**src/rtl/redrv_cfg_pkg.sv**
```systemverilog
package redrv_cfg_pkg;

  typedef enum logic [2:0] {
    EV_POR    = 3'd0,
    EV_DETACH = 3'd1,
    EV_ATT_N  = 3'd2,
    EV_ATT_F  = 3'd3,
    EV_DP4_N  = 3'd4,
    EV_DP4_F  = 3'd5,
    EV_DP2_N  = 3'd6,
    EV_DP2_F  = 3'd7
  } evt_e;

  typedef enum logic [1:0] {
    SQ_IDLE = 2'd0,
    SQ_PREP = 2'd1,
    SQ_WAIT = 2'd2
  } sq_state_e;

  typedef struct packed {
    logic       start;
    logic       stop;
    logic       last_byte;
    logic       last_tx;
    logic [7:0] data;
  } step_t;

  localparam logic [7:0] REG_CTL   = 8'h0A;
  localparam logic [7:0] REG_GAIN  = 8'h0C;
  localparam logic [7:0] REG_UEQ   = 8'h10;
  localparam logic [7:0] REG_DEQ   = 8'h20;
  localparam logic [7:0] FLIP_MASK = 8'h04;

endpackage

```
**src/rtl/redrv_cfg_evtq.sv**
```systemverilog
module redrv_cfg_evtq #(
  parameter int DEPTH = 4,
  parameter int W     = 3
) (
  input  logic         clk,
  input  logic         rst,
  input  logic         push,
  input  logic [W-1:0] din,
  input  logic         flush,
  input  logic         pop,
  output logic [W-1:0] dout,
  output logic         empty,
  output logic         full
);
  localparam int PTR_W = (DEPTH > 1) ? $clog2(DEPTH) : 1;
  localparam int CNT_W = $clog2(DEPTH + 1);
  localparam logic [CNT_W-1:0] CNT_MAX = CNT_W'(DEPTH);

  logic [W-1:0]     mem [DEPTH];
  logic [PTR_W-1:0] wr_ptr, rd_ptr;
  logic [CNT_W-1:0] cnt;
  logic             we;
  logic [PTR_W-1:0] wr_addr;

  assign empty   = (cnt == '0);
  assign full    = (cnt == CNT_MAX);
  assign we      = push && (flush || !full);
  assign wr_addr = flush ? '0 : wr_ptr;
  assign dout    = mem[rd_ptr];

  function automatic logic [PTR_W-1:0] ptr_inc(input logic [PTR_W-1:0] p);
    if (p == PTR_W'(DEPTH - 1)) return '0;
    return p + 1'b1;
  endfunction

  always_ff @(posedge clk) begin
    if (we) mem[wr_addr] <= din;
  end

  always_ff @(posedge clk) begin
    if (rst) begin
      wr_ptr <= '0;
      rd_ptr <= '0;
      cnt    <= '0;
    end else if (flush) begin
      rd_ptr <= '0;
      wr_ptr <= push ? ptr_inc('0) : '0;
      cnt    <= push ? CNT_W'(1) : '0;
    end else begin
      if (we) wr_ptr <= ptr_inc(wr_ptr);
      if (pop && !empty) rd_ptr <= ptr_inc(rd_ptr);
      case ({we, pop && !empty})
        2'b10:   cnt <= cnt + 1'b1;
        2'b01:   cnt <= cnt - 1'b1;
        default: cnt <= cnt;
      endcase
    end
  end
endmodule

```
**src/rtl/redrv_cfg_script.sv**
```systemverilog
module redrv_cfg_script
  import redrv_cfg_pkg::*;
#(
  parameter logic [6:0] TGT_ADDR = 7'h12,
  parameter logic [7:0] ATT_GAIN = 8'h58,
  parameter logic [7:0] ATT_UEQ  = 8'h66,
  parameter logic [7:0] ATT_DEQ  = 8'h33,
  parameter logic [7:0] DP4_UEQ  = 8'h55,
  parameter logic [7:0] DP2_UEQ  = 8'h56,
  parameter logic [7:0] DP2_DEQ  = 8'h33
) (
  input  evt_e       code,
  input  logic [1:0] tx_idx,
  input  logic [1:0] byte_idx,
  output step_t      step
);
  logic [1:0] kind;
  logic [7:0] ctl_val;
  logic [7:0] reg_ptr, d0, d1;
  logic       two;
  logic [1:0] ntx_m1;

  assign kind = code[2:1];

  always_comb begin
    case (kind)
      2'd0:    ctl_val = 8'h10;
      2'd1:    ctl_val = 8'h11;
      2'd2:    ctl_val = 8'h1A;
      default: ctl_val = 8'h1B;
    endcase
    if (kind != 2'd0 && code[0]) ctl_val = ctl_val | FLIP_MASK;
  end

  always_comb begin
    reg_ptr = REG_CTL;
    d0      = ctl_val;
    d1      = 8'h00;
    two     = 1'b0;
    case (kind)
      2'd1:    ntx_m1 = 2'd3;
      2'd2:    ntx_m1 = 2'd1;
      2'd3:    ntx_m1 = 2'd2;
      default: ntx_m1 = 2'd0;
    endcase
    if (tx_idx != 2'd0) begin
      case (kind)
        2'd1: begin
          case (tx_idx)
            2'd1:    begin reg_ptr = REG_GAIN; d0 = ATT_GAIN; end
            2'd2:    begin reg_ptr = REG_UEQ; d0 = ATT_UEQ; d1 = ATT_UEQ; two = 1'b1; end
            default: begin reg_ptr = REG_DEQ; d0 = ATT_DEQ; d1 = ATT_DEQ; two = 1'b1; end
          endcase
        end
        2'd2: begin
          reg_ptr = REG_UEQ; d0 = DP4_UEQ; d1 = DP4_UEQ; two = 1'b1;
        end
        2'd3: begin
          if (tx_idx == 2'd1) begin
            reg_ptr = REG_UEQ; d0 = DP2_UEQ; d1 = DP2_UEQ;
          end else begin
            reg_ptr = REG_DEQ; d0 = DP2_DEQ; d1 = DP2_DEQ;
          end
          two = 1'b1;
        end
        default: ;
      endcase
    end
  end

  always_comb begin
    case (byte_idx)
      2'd0:    step.data = {TGT_ADDR, 1'b0};
      2'd1:    step.data = reg_ptr;
      2'd2:    step.data = d0;
      default: step.data = d1;
    endcase
    step.start     = (byte_idx == 2'd0);
    step.last_byte = two ? (byte_idx == 2'd3) : (byte_idx == 2'd2);
    step.stop      = step.last_byte;
    step.last_tx   = (tx_idx == ntx_m1);
  end
endmodule

```
**src/rtl/redrv_cfg_engine.sv**
```systemverilog
module redrv_cfg_engine
  import redrv_cfg_pkg::*;
(
  input  logic       clk,
  input  logic       rst,
  input  logic       q_empty,
  input  logic [2:0] q_head,
  output logic       q_pop,
  output evt_e       cur_code,
  output logic [1:0] tx_idx,
  output logic [1:0] byte_idx,
  input  step_t      step,
  output logic       i2c_req,
  output logic       i2c_start,
  output logic       i2c_stop,
  output logic [7:0] i2c_byte,
  input  logic       i2c_done,
  input  logic       i2c_ack,
  output logic       err_nack,
  output logic       running
);
  sq_state_e state;
  logic      last_b, last_t;

  assign q_pop   = (state == SQ_IDLE) && !q_empty;
  assign running = (state != SQ_IDLE);

  always_ff @(posedge clk) begin
    if (rst) begin
      state     <= SQ_IDLE;
      cur_code  <= EV_POR;
      tx_idx    <= '0;
      byte_idx  <= '0;
      i2c_req   <= 1'b0;
      i2c_start <= 1'b0;
      i2c_stop  <= 1'b0;
      i2c_byte  <= '0;
      last_b    <= 1'b0;
      last_t    <= 1'b0;
      err_nack  <= 1'b0;
    end else begin
      case (state)
        SQ_IDLE: begin
          if (!q_empty) begin
            cur_code <= evt_e'(q_head);
            tx_idx   <= '0;
            byte_idx <= '0;
            state    <= SQ_PREP;
          end
        end
        SQ_PREP: begin
          i2c_req   <= 1'b1;
          i2c_start <= step.start;
          i2c_stop  <= step.stop;
          i2c_byte  <= step.data;
          last_b    <= step.last_byte;
          last_t    <= step.last_tx;
          state     <= SQ_WAIT;
        end
        SQ_WAIT: begin
          if (i2c_done) begin
            i2c_req <= 1'b0;
            if (!i2c_ack) begin
              err_nack <= 1'b1;
              state    <= SQ_IDLE;
            end else if (last_b) begin
              if (last_t) begin
                state <= SQ_IDLE;
              end else begin
                tx_idx   <= tx_idx + 1'b1;
                byte_idx <= '0;
                state    <= SQ_PREP;
              end
            end else begin
              byte_idx <= byte_idx + 1'b1;
              state    <= SQ_PREP;
            end
          end
        end
        default: state <= SQ_IDLE;
      endcase
    end
  end
endmodule

```
**src/rtl/redrv_cfg_seq.sv**
```systemverilog
module redrv_cfg_seq
  import redrv_cfg_pkg::*;
#(
  parameter int         QDEPTH   = 4,
  parameter logic [6:0] TGT_ADDR = 7'h12,
  parameter logic [7:0] DP2_UEQ  = 8'h56,
  parameter logic [7:0] DP2_DEQ  = 8'h33
) (
  input  logic       clk,
  input  logic       rst,
  input  logic       evt_valid,
  input  logic [2:0] evt_code,
  output logic       i2c_req,
  output logic       i2c_start,
  output logic       i2c_stop,
  output logic [7:0] i2c_byte,
  input  logic       i2c_done,
  input  logic       i2c_ack,
  output logic       busy,
  output logic       err_nack,
  output logic       err_ovf
);
  localparam int EVW = $bits(evt_e);

  logic           q_empty, q_full, q_pop, q_flush, running;
  logic [EVW-1:0] q_head;
  evt_e           cur_code;
  logic [1:0]     tx_idx, byte_idx;
  step_t          step;

  assign q_flush = evt_valid && (evt_code == EV_DETACH);
  assign busy    = running || !q_empty;

  redrv_cfg_evtq #(.DEPTH(QDEPTH), .W(EVW)) u_q (
    .clk(clk), .rst(rst), .push(evt_valid), .din(evt_code), .flush(q_flush),
    .pop(q_pop), .dout(q_head), .empty(q_empty), .full(q_full)
  );

  redrv_cfg_script #(
    .TGT_ADDR(TGT_ADDR), .DP2_UEQ(DP2_UEQ), .DP2_DEQ(DP2_DEQ)
  ) u_rom (
    .code(cur_code), .tx_idx(tx_idx), .byte_idx(byte_idx), .step(step)
  );

  redrv_cfg_engine u_eng (
    .clk(clk), .rst(rst), .q_empty(q_empty), .q_head(q_head), .q_pop(q_pop),
    .cur_code(cur_code), .tx_idx(tx_idx), .byte_idx(byte_idx), .step(step),
    .i2c_req(i2c_req), .i2c_start(i2c_start), .i2c_stop(i2c_stop),
    .i2c_byte(i2c_byte), .i2c_done(i2c_done), .i2c_ack(i2c_ack),
    .err_nack(err_nack), .running(running)
  );

  always_ff @(posedge clk) begin
    if (rst) err_ovf <= 1'b0;
    else if (evt_valid && q_full && !q_flush) err_ovf <= 1'b1;
  end
endmodule

```
**config.mk**
```make
export PLATFORM = sky130hd
export DESIGN_NAME = redrv_cfg_seq
export DESIGN_NICKNAME = d
export VERILOG_FILES = /design/src/rtl/redrv_cfg_pkg.sv /design/src/rtl/redrv_cfg_evtq.sv /design/src/rtl/redrv_cfg_script.sv /design/src/rtl/redrv_cfg_engine.sv /design/src/rtl/redrv_cfg_seq.sv
export SDC_FILE = /design/constraint.sdc
export NUM_CORES = 1
export LEC_CHECK = 0
export CAP_MARGIN = 40
export CORE_MARGIN = 2
export CORE_UTILIZATION = 35
export CTS_BUF_LIST = sky130_fd_sc_hd__clkbuf_16
export DETAILED_ROUTE_END_ITERATION = 8
export GPL_ROUTABILITY_DRIVEN = 0
export GPL_TIMING_DRIVEN = 0
export PLACE_DENSITY = 0.59
export SETUP_SLACK_MARGIN = 0.5
export SYNTH_ARGS = -nofsm -noshare
export SYNTH_HDL_FRONTEND = slang
export SYNTH_SLANG_ARGS = --single-unit
```
**constraint.sdc**
```tcl
create_clock -name clk -period 2.3 [get_ports clk]
set_input_delay 0.46 -clock clk [delete_from_list [all_inputs] [get_ports clk]]
set_output_delay 0.46 -clock clk [all_outputs]
set_load 0.03 [all_outputs]
```
* After elaboration in Yosys (flattened, before gate mapping)
Memory sizes are Yosys's and may differ from the RTL's. A register that Yosys moved wholly into a read port is not among the register bits.
Index checks and enable logic that the tools add are counted.
** Storage, ports and cells
- Register bits after elaboration :: 27
- Memory bits (writable) :: 12
- Input bits :: 8
- Output and inout port bits :: 14
- Word-level logic and storage cells :: 135
- Memories :: 1
** Memories
- u_q.mem :: words 4, width 3, rd ports 1, clocked after memory_dff 1, write ports 1, RTL line redrv_cfg_evtq.sv:19 : logic [W-1:0] mem [DEPTH];
** Operators by class
- Add/sub/neg operators :: 6
- Equal/unequal tests :: 23
- Muxes and demuxes :: 59
- Bitwise logic cells :: 2
- Reduce and logical (&&, ||, !) cells :: 31
** Operator list (number)
- one-hot mux 8 bit (3 select lines) :: 3
- two-way mux 2 bit :: 19
- one-hot mux 7 bit (2 select lines) :: 2
- two-way mux 8 bit :: 3
- one-hot mux 7 bit (3 select lines) :: 1
- == test 2 bit, second input constant :: 9
- two-way mux 1 bit :: 18
- one-hot mux 2 bit (3 select lines) :: 2
- one-hot mux 4 bit (3 select lines) :: 1
- one-hot mux 6 bit (2 select lines) :: 1
- nonzero test 2 bit :: 6
- == test 2 x 1 -> 1 bit, second input constant :: 5
- adder 2 x 1 -> 2 bit, second input constant :: 4
- inequality test 2 bit, second input constant :: 4
- one-hot mux 2 bit (2 select lines) :: 2
- logical AND 1 bit :: 7
- two-way mux 7 bit :: 1
- logical NOT 2 bit :: 3
- two-way mux 3 bit :: 2
- two-way mux 6 bit :: 1
- one-hot mux 3 bit (2 select lines) :: 1
- AND reduction 2 bit :: 3
- AND reduction 6 bit :: 1
- AND reduction 5 bit :: 1
- 15 further kinds :: 21

* Longest topological paths before layout
- Depth in word-level cells :: 10
- Depth in mapped cells :: 9
- Mapped depth without buffers :: 8

* Modules after synthesis
A second synthesis with hierarchy kept.
** Second synthesis, totals
- Cells, all modules :: 262
- Area, all modules :: 2476.1 µm²
** By module, submodules not included
- redrv_cfg_evtq :: times used 1, cells an instance 73, area each 977.2 µm², sequential area each 540.5 µm²
- redrv_cfg_engine :: times used 1, cells an instance 112, area each 948.4 µm², sequential area each 460.4 µm²
- redrv_cfg_script :: times used 1, cells an instance 70, area each 488.0 µm², sequential area each 0.0 µm²
- redrv_cfg_seq :: times used 1, cells an instance 7, area each 62.6 µm², sequential area each 20.0 µm²

* Worst setup path before layout
OpenSTA, ideal clock, no wires.
- Path type :: register to register
- Start point :: register u_q.cnt[0]
- End point :: register u_q.cnt[2]
- Library setup time :: 86 ps
- Data arrival time :: 2176 ps
- Data required time :: 2214 ps
- Slack :: 39 ps
- Cell stages (with the launch flop) :: 9
- Buffers on the path :: 1
- Period minus slack after synthesis :: 2261 ps
- Cell sequence :: dfxtp_1 > buf_4 > or3_2 > nand2_1 > nor2_1 > fa_1 > nor4b_1 > a211oi_1 > a211oi_1
** On the way
- Word-level cells in the longest chain between the ends :: 7
- Elaborated cells on any way between the ends :: 15
- Classes of those cells :: add/sub (2); eq/ne (3); mux (2); reduce/logical (8)
** Ends and longest elaborated chain
- start: declaration :: RTL line redrv_cfg_evtq.sv:21 : logic [CNT_W-1:0] cnt;
- start signal: assignment :: RTL line redrv_cfg_evtq.sv:48 : cnt <= push ? CNT_W'(1) : '0;
- start signal: assignment :: RTL line redrv_cfg_evtq.sv:53 : 2'b10: cnt <= cnt + 1'b1;
- start signal: assignment :: RTL line redrv_cfg_evtq.sv:54 : 2'b01: cnt <= cnt - 1'b1;
- == test 3 bit / logical NOT 3 bit (equally long branches) :: RTL line redrv_cfg_evtq.sv:26, redrv_cfg_evtq.sv:25
- logical NOT 1 bit, on equally long branches :: RTL line redrv_cfg_evtq.sv:27, redrv_cfg_evtq.sv:52, redrv_cfg_engine.sv:25
- logical OR 1 bit / logical AND 1 bit (equally long branches) :: RTL line redrv_cfg_evtq.sv:27, redrv_cfg_engine.sv:25
- logical AND 1 bit, on equally long branches :: RTL line redrv_cfg_evtq.sv:27, redrv_cfg_evtq.sv:52
- == test 2 x 1 -> 1 bit / == test 2 bit (equally long branches) :: RTL line redrv_cfg_evtq.sv:52 : case ({we, pop && !empty})
- one-hot mux 3 bit (2 select lines) :: RTL line redrv_cfg_evtq.sv:52
- two-way mux 3 bit :: RTL line redrv_cfg_evtq.sv:45 : end else if (flush) begin
Several ways; a longest one is shown, not always the timed one.
A chain may end at the register's enable or synchronous reset.

* Worst setup path after layout
Same ends and word-level chain as after synthesis.

==> metrics <==
Yosys warnings=0; top cell type's share of synthesized area=24.8%; Nets=321; leakage=1.15 nW; P per Cell Area=~1200 nW/um^2; ys async rst share=0%; max-slew violation count=0; Port Buffer Count=20; Hold WS=0.441 ns; dominant cell type by area after synthesis=dfxtp_1; register area share after synthesis=40.2%; R2R setup slack=roughly 0.34 ns; maximum VDD drop=0.000857 V; TritonCTS Buffers=5; PnR Total Power=3.85 mW; vias in the first global route=between 1500 and 2000; Worst slew margin=50.9%; Logic pwr share=53.4%; top cells by area, synth=dfxtp_1 (25%), edfxtp_1 (15%), ha_1 (9.1%); syn_nets=about 280; utilization after layout=around half; Crit Path Max Fanout=3; most common cell in the netlist=dfxtp_1; n_diodes=0; Initial Util=36.5%; initial antenna violation count=0; synth-to-layout area growth=31.6%; Post-Route WL=between 5 and 6 mm; status=complete, no violations; Tot GR Track Use=16.1%; Worst Path Required=2.47 ns; Seq pwr share=28.1%; synth unique cells=50; count of final setup violators=0; Die ar.=~7400 um^2; H-tree lvl count=2; Min-Delay Path Depth=1; Clk Latency, worst-skew pair=0.29 ns; Clock Tree Buf Depth=2; internal power=2.29 mW; CTS tree=done; die height=85.8 um; Data arrival, critical path=2.13 ns; max-cap viol count=0; Fillers=between 600 and 700; critical path class=reg -> reg; first-iteration detailed-routing DRC count=~110; fraction of layout cells with a size suffix above 1=26.7%; RSZ-0062 raised after global routing=yes; Mapped Area=approximately 2300 um^2; Die Wd=85.8 um; Core Area=6420 um^2; synthesis-stage register bit count=slightly above 40; f_max=about 510 MHz; CTS Hold Bufs=0; Via Count=~2000; R2R depth=8; element type at the critical path end=register; std cell rows=29; drt first pass iters=4; min cycle time layout=1.96 ns; Post-synth EDFFs=12; first-pass GRT wire length=9.43 mm; Post-synth top cells=dfxtp_1 (29), nand2_1 (28), nor2_1 (24); Clock transition at path regs=0.07 ns; final setup TNS=0 ns; DP Wirelength=3.57 mm; clock share of power=18.5%; Syn Inst Count=between 200 and 300; Worst Max-Slew Pin Slew=0.730 ns; Worst Setup Start Kind=register; Net Sw Power=between 1.5 and 2 mW; HP Class=in -> reg; Residual DRC=0; Worst Clk Skew=0.00666 ns; clk sinks=between 40 and 50; sw frac=40.5%; fin crit share=85.3%; Clock Tree Root=clkbuf_16; Final Hold Violating Endpoints=0; Final ANT Viol Nets=0; Ports=22; average wire per standard cell=between 10 and 15 um; vias per std cell=5.34; pin count of the biggest net entering global routing=16; ys flop type=dfxtp_1; GRT overflow=0; Avg Cell Area, Syn=9.29 um^2
[cell families (layout without fill, tap and decap cells)]
family	count (synthesis)	count (layout)	share of synthesized area, %
AOI/OAI and AO/OA	55	55	16.8
xor gates and xnor gates	2	2	0.748
adders and majority gates	18	18	9.94
buffers and inverters	22	66	4.11
DFF	41	41	40.2
muxes	6	6	4.17
other	1	1	0.160
and+or+nand+nor	107	107	23.9
[final timing paths]
path                                                    from                           end
worst min register to register  u_eng.i2c_start$_SDFFE_PP0P_  u_eng.i2c_start$_SDFFE_PP0P_
worst min-delay path                             evt_code[1]       u_q.mem[0][1]$_DFFE_PP_
worst max register to register       u_q.cnt[0]$_SDFFE_PP0P_       u_q.cnt[2]$_SDFFE_PP0P_
worst max-delay path                 u_q.cnt[0]$_SDFFE_PP0P_       u_q.cnt[2]$_SDFFE_PP0P_
[sequential cells by signal (all words and copies together) (netlist names)]
name             count
err_ovf              1
u_eng.byte_idx       2
u_eng.cur_code       3
u_eng.err_nack       1
u_eng.i2c_byte       7
u_eng.i2c_req        1
u_eng.i2c_start      1
u_eng.i2c_stop       1
u_eng.last_t         1
u_eng.state          2
u_eng.tx_idx         2
u_q.cnt              3
u_q.mem             12
u_q.rd_ptr           2
u_q.wr_ptr           2
[what timing repair did]
| action | 4_1_cts | 5_1_grt |
|---|---|---|
| buffers inserted | 12 | 4 |
| pin swaps | 7 | 12 |
| gates resized for setup | 38 | 27 |
| endpoints found under the setup margin | 37 | 17 |
[routing by layer]
metal	up-vias	routed length [um]	global-route usage, %
met5	-	0	0
met4	0	107	6.06
met3	10	181	3.46
met2	35	2670	26.6
met1	949	2530	20.6
li1	997	-	-
[power by group through the flow]
stage          registers (mW)  logic, mW  clock network (mW)
2_1_floorplan            1.15       1.11                   0
3_3_place_gp             1.09       1.59                   0
3_5_place_dp             1.09       1.59                   0
4_1_cts                  1.08       1.85               0.729
5_1_grt                  1.11       2.24               0.757
6_report                 1.08       2.06               0.711
[per-stage QoR]
stage	worst slack, ns	area, um^2	instances
3_3_place_gp	-0.525	2690	349
5_1_grt	0.258	3080	373
3_5_place_dp	-0.500	2690	349
4_1_cts	0.286	3000	369
2_1_floorplan	0.334	2390	252
6_report	0.338	3080	373
[critical path, cell delays in order, from the launching register on]
cell and delay, ns:
dfxtp_2 0.32, buf_6 0.11, or3_4 0.34, nand2_4 0.08
nor2_4 0.04, fa_2 0.39, or3_1 0.31, mux2i_1 0.14
a211oi_1 0.08
[final cells by class]
type / count / area (um^2) / area share (%)
plain buffers: 11 / 63.8 / 2.07
clock buffers: 5 / 125 / 4.06
clock inverters: 3 / 25.0 / 0.812
inverters: 11 / 41.3 / 1.34
multi-input cells: 189 / 1460 / 47.3
flip-flops and latches: 41 / 957 / 31.0
well taps: 77 / 96.3 / 3.12
repair buffers: 36 / 315 / 10.2
[cells in the final DEF, fill, tap and decap left out, drive strengths merged, types with 2 or more instances in the layout]
cell           netlist  final
nand3                7      7
o21ai                8      8
nor4b                5      5
nor2b                5      5
a2111oi              3      3
nor2                26     26
nor3b                2      2
nand2               28     28
xnor2                2      2
a211oi               8      8
ha                  17     17
nor3                 5      5
o31ai                2      2
inv                 11     12
mux2i                3      3
and3                 2      2
a21oi               16     16
mux4                 3      3
a221oi               3      3
dfxtp               29     29
edfxtp              12     12
clkdlybuf4s50        0     13
nand2b              12     12
a31oi                6      6
or3                  3      3
buf                  6     27
clkbuf               5     10
or2                  3      3
nor4                 3      3
a21o                 2      2
Power figures use the tool's default switching activity.
